**src/rtl/omega_pkg.sv**
```systemverilog
// Shared helpers for the shuffle-exchange fabric.
// Assumes line counts are powers of two and index widths are at least 1.
package omega_pkg;

    // Perfect-shuffle destination: rotate the index bits left by one.
    function automatic int unsigned shuffle_idx(input int unsigned idx, input int unsigned logn);
        int unsigned mask;
        mask = (32'd1 << logn) - 32'd1;
        return ((idx << 1) | (idx >> (logn - 1))) & mask;
    endfunction

endpackage

```
**src/rtl/omega_xchg.sv**
```systemverilog
// One 2x2 exchange element. It routes each valid input by destination bit SEL:
// 0 goes to the upper output and 1 to the lower output. If both inputs want the same
// output, input A (upper line) wins and B is reported lost.
// Purely combinational. The field values of an invalid output are don't-care.
module omega_xchg #(
    parameter int LOGN = 3,
    parameter int DW   = 8,
    parameter int SEL  = 0
) (
    input  logic            a_v,
    input  logic [LOGN-1:0] a_d,
    input  logic [LOGN-1:0] a_s,
    input  logic [DW-1:0]   a_p,
    input  logic            b_v,
    input  logic [LOGN-1:0] b_d,
    input  logic [LOGN-1:0] b_s,
    input  logic [DW-1:0]   b_p,
    output logic            u_v,
    output logic [LOGN-1:0] u_d,
    output logic [LOGN-1:0] u_s,
    output logic [DW-1:0]   u_p,
    output logic            l_v,
    output logic [LOGN-1:0] l_d,
    output logic [LOGN-1:0] l_s,
    output logic [DW-1:0]   l_p,
    output logic            b_lost
);

    logic ra;
    logic rb;
    logic clash;
    logic b_go;
    logic a_up;
    logic a_dn;

    // Decode the requests and resolve a collision in favour of input A.
    always_comb begin
        ra     = a_d[SEL];
        rb     = b_d[SEL];
        clash  = a_v & b_v & (ra == rb);
        b_go   = b_v & ~clash;
        a_up   = a_v & ~ra;
        a_dn   = a_v & ra;
        b_lost = clash;
    end

    // Steer the words onto the upper output.
    always_comb begin
        u_v = a_up | (b_go & ~rb);
        if (a_up) begin
            u_d = a_d;
            u_s = a_s;
            u_p = a_p;
        end else begin
            u_d = b_d;
            u_s = b_s;
            u_p = b_p;
        end
    end

    // Steer the words onto the lower output.
    always_comb begin
        l_v = a_dn | (b_go & rb);
        if (a_dn) begin
            l_d = a_d;
            l_s = a_s;
            l_p = a_p;
        end else begin
            l_d = b_d;
            l_s = b_s;
            l_p = b_p;
        end
    end

endmodule

```
**src/rtl/omega_stage.sv**
```systemverilog
// One fabric stage: perfect-shuffle wiring followed by N/2 exchange elements
// that all switch on destination bit SEL. Also returns a one-hot-per-loser
// bitmap, indexed by source port, of the words this stage dropped.
// Combinational. Assumes N is a power of two and N >= 2.
module omega_stage #(
    parameter int N    = 8,
    parameter int LOGN = 3,
    parameter int DW   = 8,
    parameter int SEL  = 0
) (
    input  logic [N-1:0]           i_v,
    input  logic [N-1:0][LOGN-1:0] i_d,
    input  logic [N-1:0][LOGN-1:0] i_s,
    input  logic [N-1:0][DW-1:0]   i_p,
    output logic [N-1:0]           o_v,
    output logic [N-1:0][LOGN-1:0] o_d,
    output logic [N-1:0][LOGN-1:0] o_s,
    output logic [N-1:0][DW-1:0]   o_p,
    output logic [N-1:0]           o_drop
);

    localparam int HALF = N / 2;

    logic [N-1:0]              sh_v;
    logic [N-1:0][LOGN-1:0]    sh_d;
    logic [N-1:0][LOGN-1:0]    sh_s;
    logic [N-1:0][DW-1:0]      sh_p;
    logic [HALF-1:0]           lost;
    logic [HALF-1:0][LOGN-1:0] lost_src;

    // Shuffle wiring: line i moves to its index rotated left by one.
    for (genvar i = 0; i < N; i++) begin : g_shuf
        localparam int T = int'(omega_pkg::shuffle_idx(i, LOGN));
        assign sh_v[T] = i_v[i];
        assign sh_d[T] = i_d[i];
        assign sh_s[T] = i_s[i];
        assign sh_p[T] = i_p[i];
    end

    // Row of exchange elements on line pairs (2j, 2j+1).
    for (genvar j = 0; j < HALF; j++) begin : g_elem
        omega_xchg #(.LOGN(LOGN), .DW(DW), .SEL(SEL)) xchg_i (
            .a_v   (sh_v[2*j]),
            .a_d   (sh_d[2*j]),
            .a_s   (sh_s[2*j]),
            .a_p   (sh_p[2*j]),
            .b_v   (sh_v[2*j+1]),
            .b_d   (sh_d[2*j+1]),
            .b_s   (sh_s[2*j+1]),
            .b_p   (sh_p[2*j+1]),
            .u_v   (o_v[2*j]),
            .u_d   (o_d[2*j]),
            .u_s   (o_s[2*j]),
            .u_p   (o_p[2*j]),
            .l_v   (o_v[2*j+1]),
            .l_d   (o_d[2*j+1]),
            .l_s   (o_s[2*j+1]),
            .l_p   (o_p[2*j+1]),
            .b_lost(lost[j])
        );
        assign lost_src[j] = sh_s[2*j+1];
    end

    // Mark the source port of every word that lost here.
    always_comb begin
        o_drop = '0;
        for (int j = 0; j < HALF; j++) begin
            if (lost[j]) o_drop[lost_src[j]] = 1'b1;
        end
    end

endmodule

```
**src/rtl/omega_fabric.sv**
```systemverilog
// N-port self-routing shuffle-exchange fabric with registered outputs.
// log2(N) stages are chained; stage k switches on destination bit log2(N)-1-k.
// Words are tagged with their source index at entry. Losers are dropped and
// their sources are flagged in the blocked bitmap. Latency is one clock, and
// nothing is held between cycles. Assumes N is a power of two and N >= 2.
module omega_fabric #(
    parameter  int N    = 8,
    parameter  int DW   = 8,
    localparam int LOGN = $clog2(N)
) (
    input  logic                   clk,
    input  logic                   rst_n,
    input  logic [N-1:0]           in_valid,
    input  logic [N-1:0][LOGN-1:0] in_dest,
    input  logic [N-1:0][DW-1:0]   in_data,
    output logic [N-1:0]           out_valid,
    output logic [N-1:0][DW-1:0]   out_data,
    output logic [N-1:0][LOGN-1:0] out_src,
    output logic [N-1:0]           blocked
);

    logic [LOGN:0][N-1:0]           lv;
    logic [LOGN:0][N-1:0][LOGN-1:0] ld;
    logic [LOGN:0][N-1:0][LOGN-1:0] ls;
    logic [LOGN:0][N-1:0][DW-1:0]   lp;
    logic [LOGN-1:0][N-1:0]         drop;
    logic [N-1:0]                   blk_nxt;

    // Entry level: inputs plus their own port index as the source tag.
    assign lv[0] = in_valid;
    assign ld[0] = in_dest;
    assign lp[0] = in_data;
    for (genvar i = 0; i < N; i++) begin : g_tag
        assign ls[0][i] = LOGN'(i);
    end

    // Stage chain, most significant destination bit first.
    for (genvar k = 0; k < LOGN; k++) begin : g_stage
        omega_stage #(.N(N), .LOGN(LOGN), .DW(DW), .SEL(LOGN-1-k)) stage_i (
            .i_v   (lv[k]),
            .i_d   (ld[k]),
            .i_s   (ls[k]),
            .i_p   (lp[k]),
            .o_v   (lv[k+1]),
            .o_d   (ld[k+1]),
            .o_s   (ls[k+1]),
            .o_p   (lp[k+1]),
            .o_drop(drop[k])
        );
    end

    // Merge the per-stage loser maps.
    always_comb begin
        blk_nxt = '0;
        for (int k = 0; k < LOGN; k++) blk_nxt |= drop[k];
    end

    // Output register with synchronous active-low reset.
    always_ff @(posedge clk) begin
        if (!rst_n) begin
            out_valid <= '0;
            out_data  <= '0;
            out_src   <= '0;
            blocked   <= '0;
        end else begin
            out_valid <= lv[LOGN];
            out_data  <= lp[LOGN];
            out_src   <= ls[LOGN];
            blocked   <= blk_nxt;
        end
    end

endmodule

```
**config.mk**
```make
export PLATFORM = sky130hd
export DESIGN_NAME = omega_fabric
export DESIGN_NICKNAME = d
export VERILOG_FILES = /design/src/rtl/omega_pkg.sv /design/src/rtl/omega_xchg.sv /design/src/rtl/omega_stage.sv /design/src/rtl/omega_fabric.sv
export SDC_FILE = /design/constraint.sdc
export NUM_CORES = 1
export LEC_CHECK = 0
export BUFFER_PORTS_ARGS = -buffer_cell sky130_fd_sc_hd__buf_2
export CORE_MARGIN = 1
export CORE_UTILIZATION = 40
export DETAILED_ROUTE_END_ITERATION = 10
export PLACE_DENSITY_LB_ADDON = 0.25
export SYNTH_ARGS = -nofsm -noshare
export SYNTH_HDL_FRONTEND = slang
export SYNTH_SLANG_ARGS = --single-unit
```
**constraint.sdc**
```tcl
create_clock -name clk -period 5.3 [get_ports clk]
set_input_delay 0.53 -clock clk [delete_from_list [all_inputs] [get_ports clk]]
set_output_delay 0.53 -clock clk [all_outputs]
set_load 0.05 [all_outputs]
```
==> results by group <==
Critical path
  • Worst Path Max Fanout: 18
  • CP Class: in2reg
  • WP data arrival: 3410 ps
  • Setup crit end kind: flop
  • Crit start category: primary input
  • WP data required: 5610 ps

Synthesis
  • Synth Instances: 641
  • Post-Syn Area per Cell: 9.22 µm²
  • Asr flop ratio synth: 0%
  • Post-synthesis sequential area ratio: 34.9%
  • Yosys reg bits: 103
  • Post-Syn Area: 5910 µm²
  • Yosys warns: 0
  • Post-synth EDFFs: 0
  • Syn nets: 739
  • Top FF cell, synth: dfxtp_1
  • Yosys cell types: 54

Final layout
  • Fin cells: 1,009
  • Most common cell after layout, fill and taps aside: mux2i_1
  • Post-route cell area: 7320 µm²
  • Most frequent cells in the layout: mux2i_1, buf_2, dfxtp_1, nor2_1, nand2_1
  • Final net count: roughly 920
  • P&R area growth vs syn: 23.9%
  • Final core occ: between 50 and 60%
  • Layout cells sized above 1: between 20 and 30%
  • Fill cell count: around 1.4k

Status
  • Status: finished, final reports clean

Floorplanning
  • Die Span Y: 124 µm
  • Die area: 15,300 µm²
  • Core area: 14,500 µm²
  • # rows: 44
  • Die outline width: 124 µm
  • Ports: 202
  • Initial Util: 40.8%

Min path
  • Class of the worst hold path: in2reg

Clock tree
  • Max Buffers Root-to-Sink: 2
  • Total CTS buffers: 9
  • Hold buffer count at cts: 0
  • # Post-CTS Setup Buffers: 0
  • CTS tree: built
  • Post-CTS sizing: 0
  • CTS Sinks: 103
  • Clock root buffer: clkbuf_16
  • Clock slew at reported path FFs: 70 ps
  • H-tree lvl count: 3

Power
  • Switch share: between 30% and 40%
  • Max VDD drop: 0.000149 V
  • Part of the power in registers: 36.4%
  • P per Cell Area: 327 nW/µm²
  • Clock Power Share: 28.0%
  • Tot Pwr: 2.39 mW
  • Combinational share of power: between 30 and 40%
  • P_leak: 3.91 nW
  • P_sw: 0.921 mW
  • Internal Power: 1.47 mW

Routing
  • Initial DRT Pass Iterations: 5
  • Final WL: 19,400 µm
  • DR vias: 5,522
  • DR vias/cell: ~5.5
  • Antenna viol nets, final: 0
  • Iter 0 DRT Violations: 338
  • Drt wl/cell: 19.2 µm
  • DRC: 0

STA
  • Hold Slack: approximately 430 ps
  • F_max: 323 MHz
  • Least-Margin Pin Slew: around 1200 ps
  • Final period util: 58.5%
  • RSZ-0062 raised after global routing: no
  • Final Critical Period: 3100 ps
  • Slew HR: 20.6%
  • Max Slew Vio Count: 0
  • PnR worst setup slack: 2200 ps
  • Final setup TNS: 0 ps
  • Setup violators final: 0
  • Final Hold Viols: 0

Global route
  • Vias in the first global route: 5,335
  • Initial antenna violation count: 7
  • GRT Overall Usage: 25.8%
  • Largest net degree at the start of global routing: 94
  • First-pass GRT wire length: 28,900 µm
  • Total grt overflow: 0

Placed design
  • Dpl ws: 1910 ps
  • Port Buffers: 200
  • Post-DP HPWL: 15,200 µm
  • Placement Cell Area: 7010 µm²
  • Routability cong.: 0.993
  • Placed insts: 991

Job
  • Total of max-cap violations: 0
-- power groups by stage --
stage,clock (mW),sequential (mW),combinational (mW)
finish,0.670,0.872,0.852
global route,0.719,0.879,0.905
CTS,0.690,0.873,0.849
detailed placement,0,0.890,0.846
global placement,0,0.892,0.847
floorplan,0,1.17,0.342
-- cell usage after synthesis (2+ instances only) --
master    instances  area (µm²)
nand2_1          31         116
xnor2_1           7        61.3
buf_1             5        18.8
nor3_1            7        35.0
dfxtp_1         103        2060
nor2_1          101         379
o31a_1            3        26.3
buf_2            12        60.1
nand3_1           8        40.0
a211oi_1          8        60.1
o32ai_1           2        17.5
a21oi_1          20         100
clkbuf_1         23        86.3
nor2b_1          10        62.6
nor3b_1           4        30.0
a31oi_1           2        12.5
a221oi_1          3        26.3
o21ai_0           5        25.0
a22oi_1           2        15.0
a311oi_1          2        17.5
and3_1            3        18.8
xor2_1            3        26.3
mux2_2            2        22.5
a21o_1            2        15.0
nand2b_1          8        50.1
and2_1            4        25.0
nand3b_1          2        15.0
nor4_1            3        18.8
mux2i_1         214        2140
o22ai_1           8        50.1
and3b_1           2        17.5
inv_1            10        37.5
-- cells by family (layout without fill, tap and decap cells) --
logic type | Yosys count | in the layout | synth area share (%)
xor gates and xnor gates | 10 | 10 | 1.48
DFF | 103 | 103 | 34.9
muxes | 216 | 216 | 36.6
and+or+nand+nor | 187 | 187 | 14.3
AOI/OAI and AO/OA | 72 | 72 | 8.85
other | 1 | 3 | 0.0635
buffers and inverters | 52 | 234 | 3.75
-- area by class of cell --
cell class	count	area, µm²	share of cell area [%]
timing repair buffer	208	1060	14.5
inverter	10	37.5	0.513
clock buffer	10	229	3.13
antenna	2	5.00	0.0684
multi-input combinational	486	3620	49.5
tap	184	230	3.15
sequential	103	2060	28.2
clock inverter	6	68.8	0.940
-- flip-flops by register name, summed over array words and instances (netlist names) --
| signal | cells |
|---|---|
| blocked | 7 |
| out_src | 24 |
| out_data | 64 |
| out_valid | 8 |
-- routing by layer --
metal	wire [µm]	global-route usage, %	share of wire [%]
met1	8030	31.3	41
met2	9180	42.9	47
met3	1730	8.39	8.9
met4	402	8.73	2.1
met5	47	0	0.24
-- worst max-delay path, stage by stage --
cell	delay, ps
buf_2	160
nand2b_1	600
a31o_1	910
mux2i_1	400
xnor2_1	200
nand3_1	170
o32ai_1	270
o31a_1	150
-- final timing paths --
path | startpoint | to | cells past startpoint
min | in_valid[2] | blocked[2] | 3
max | in_dest[5] | blocked[7] | 8
Power figures use the tool's default switching activity.
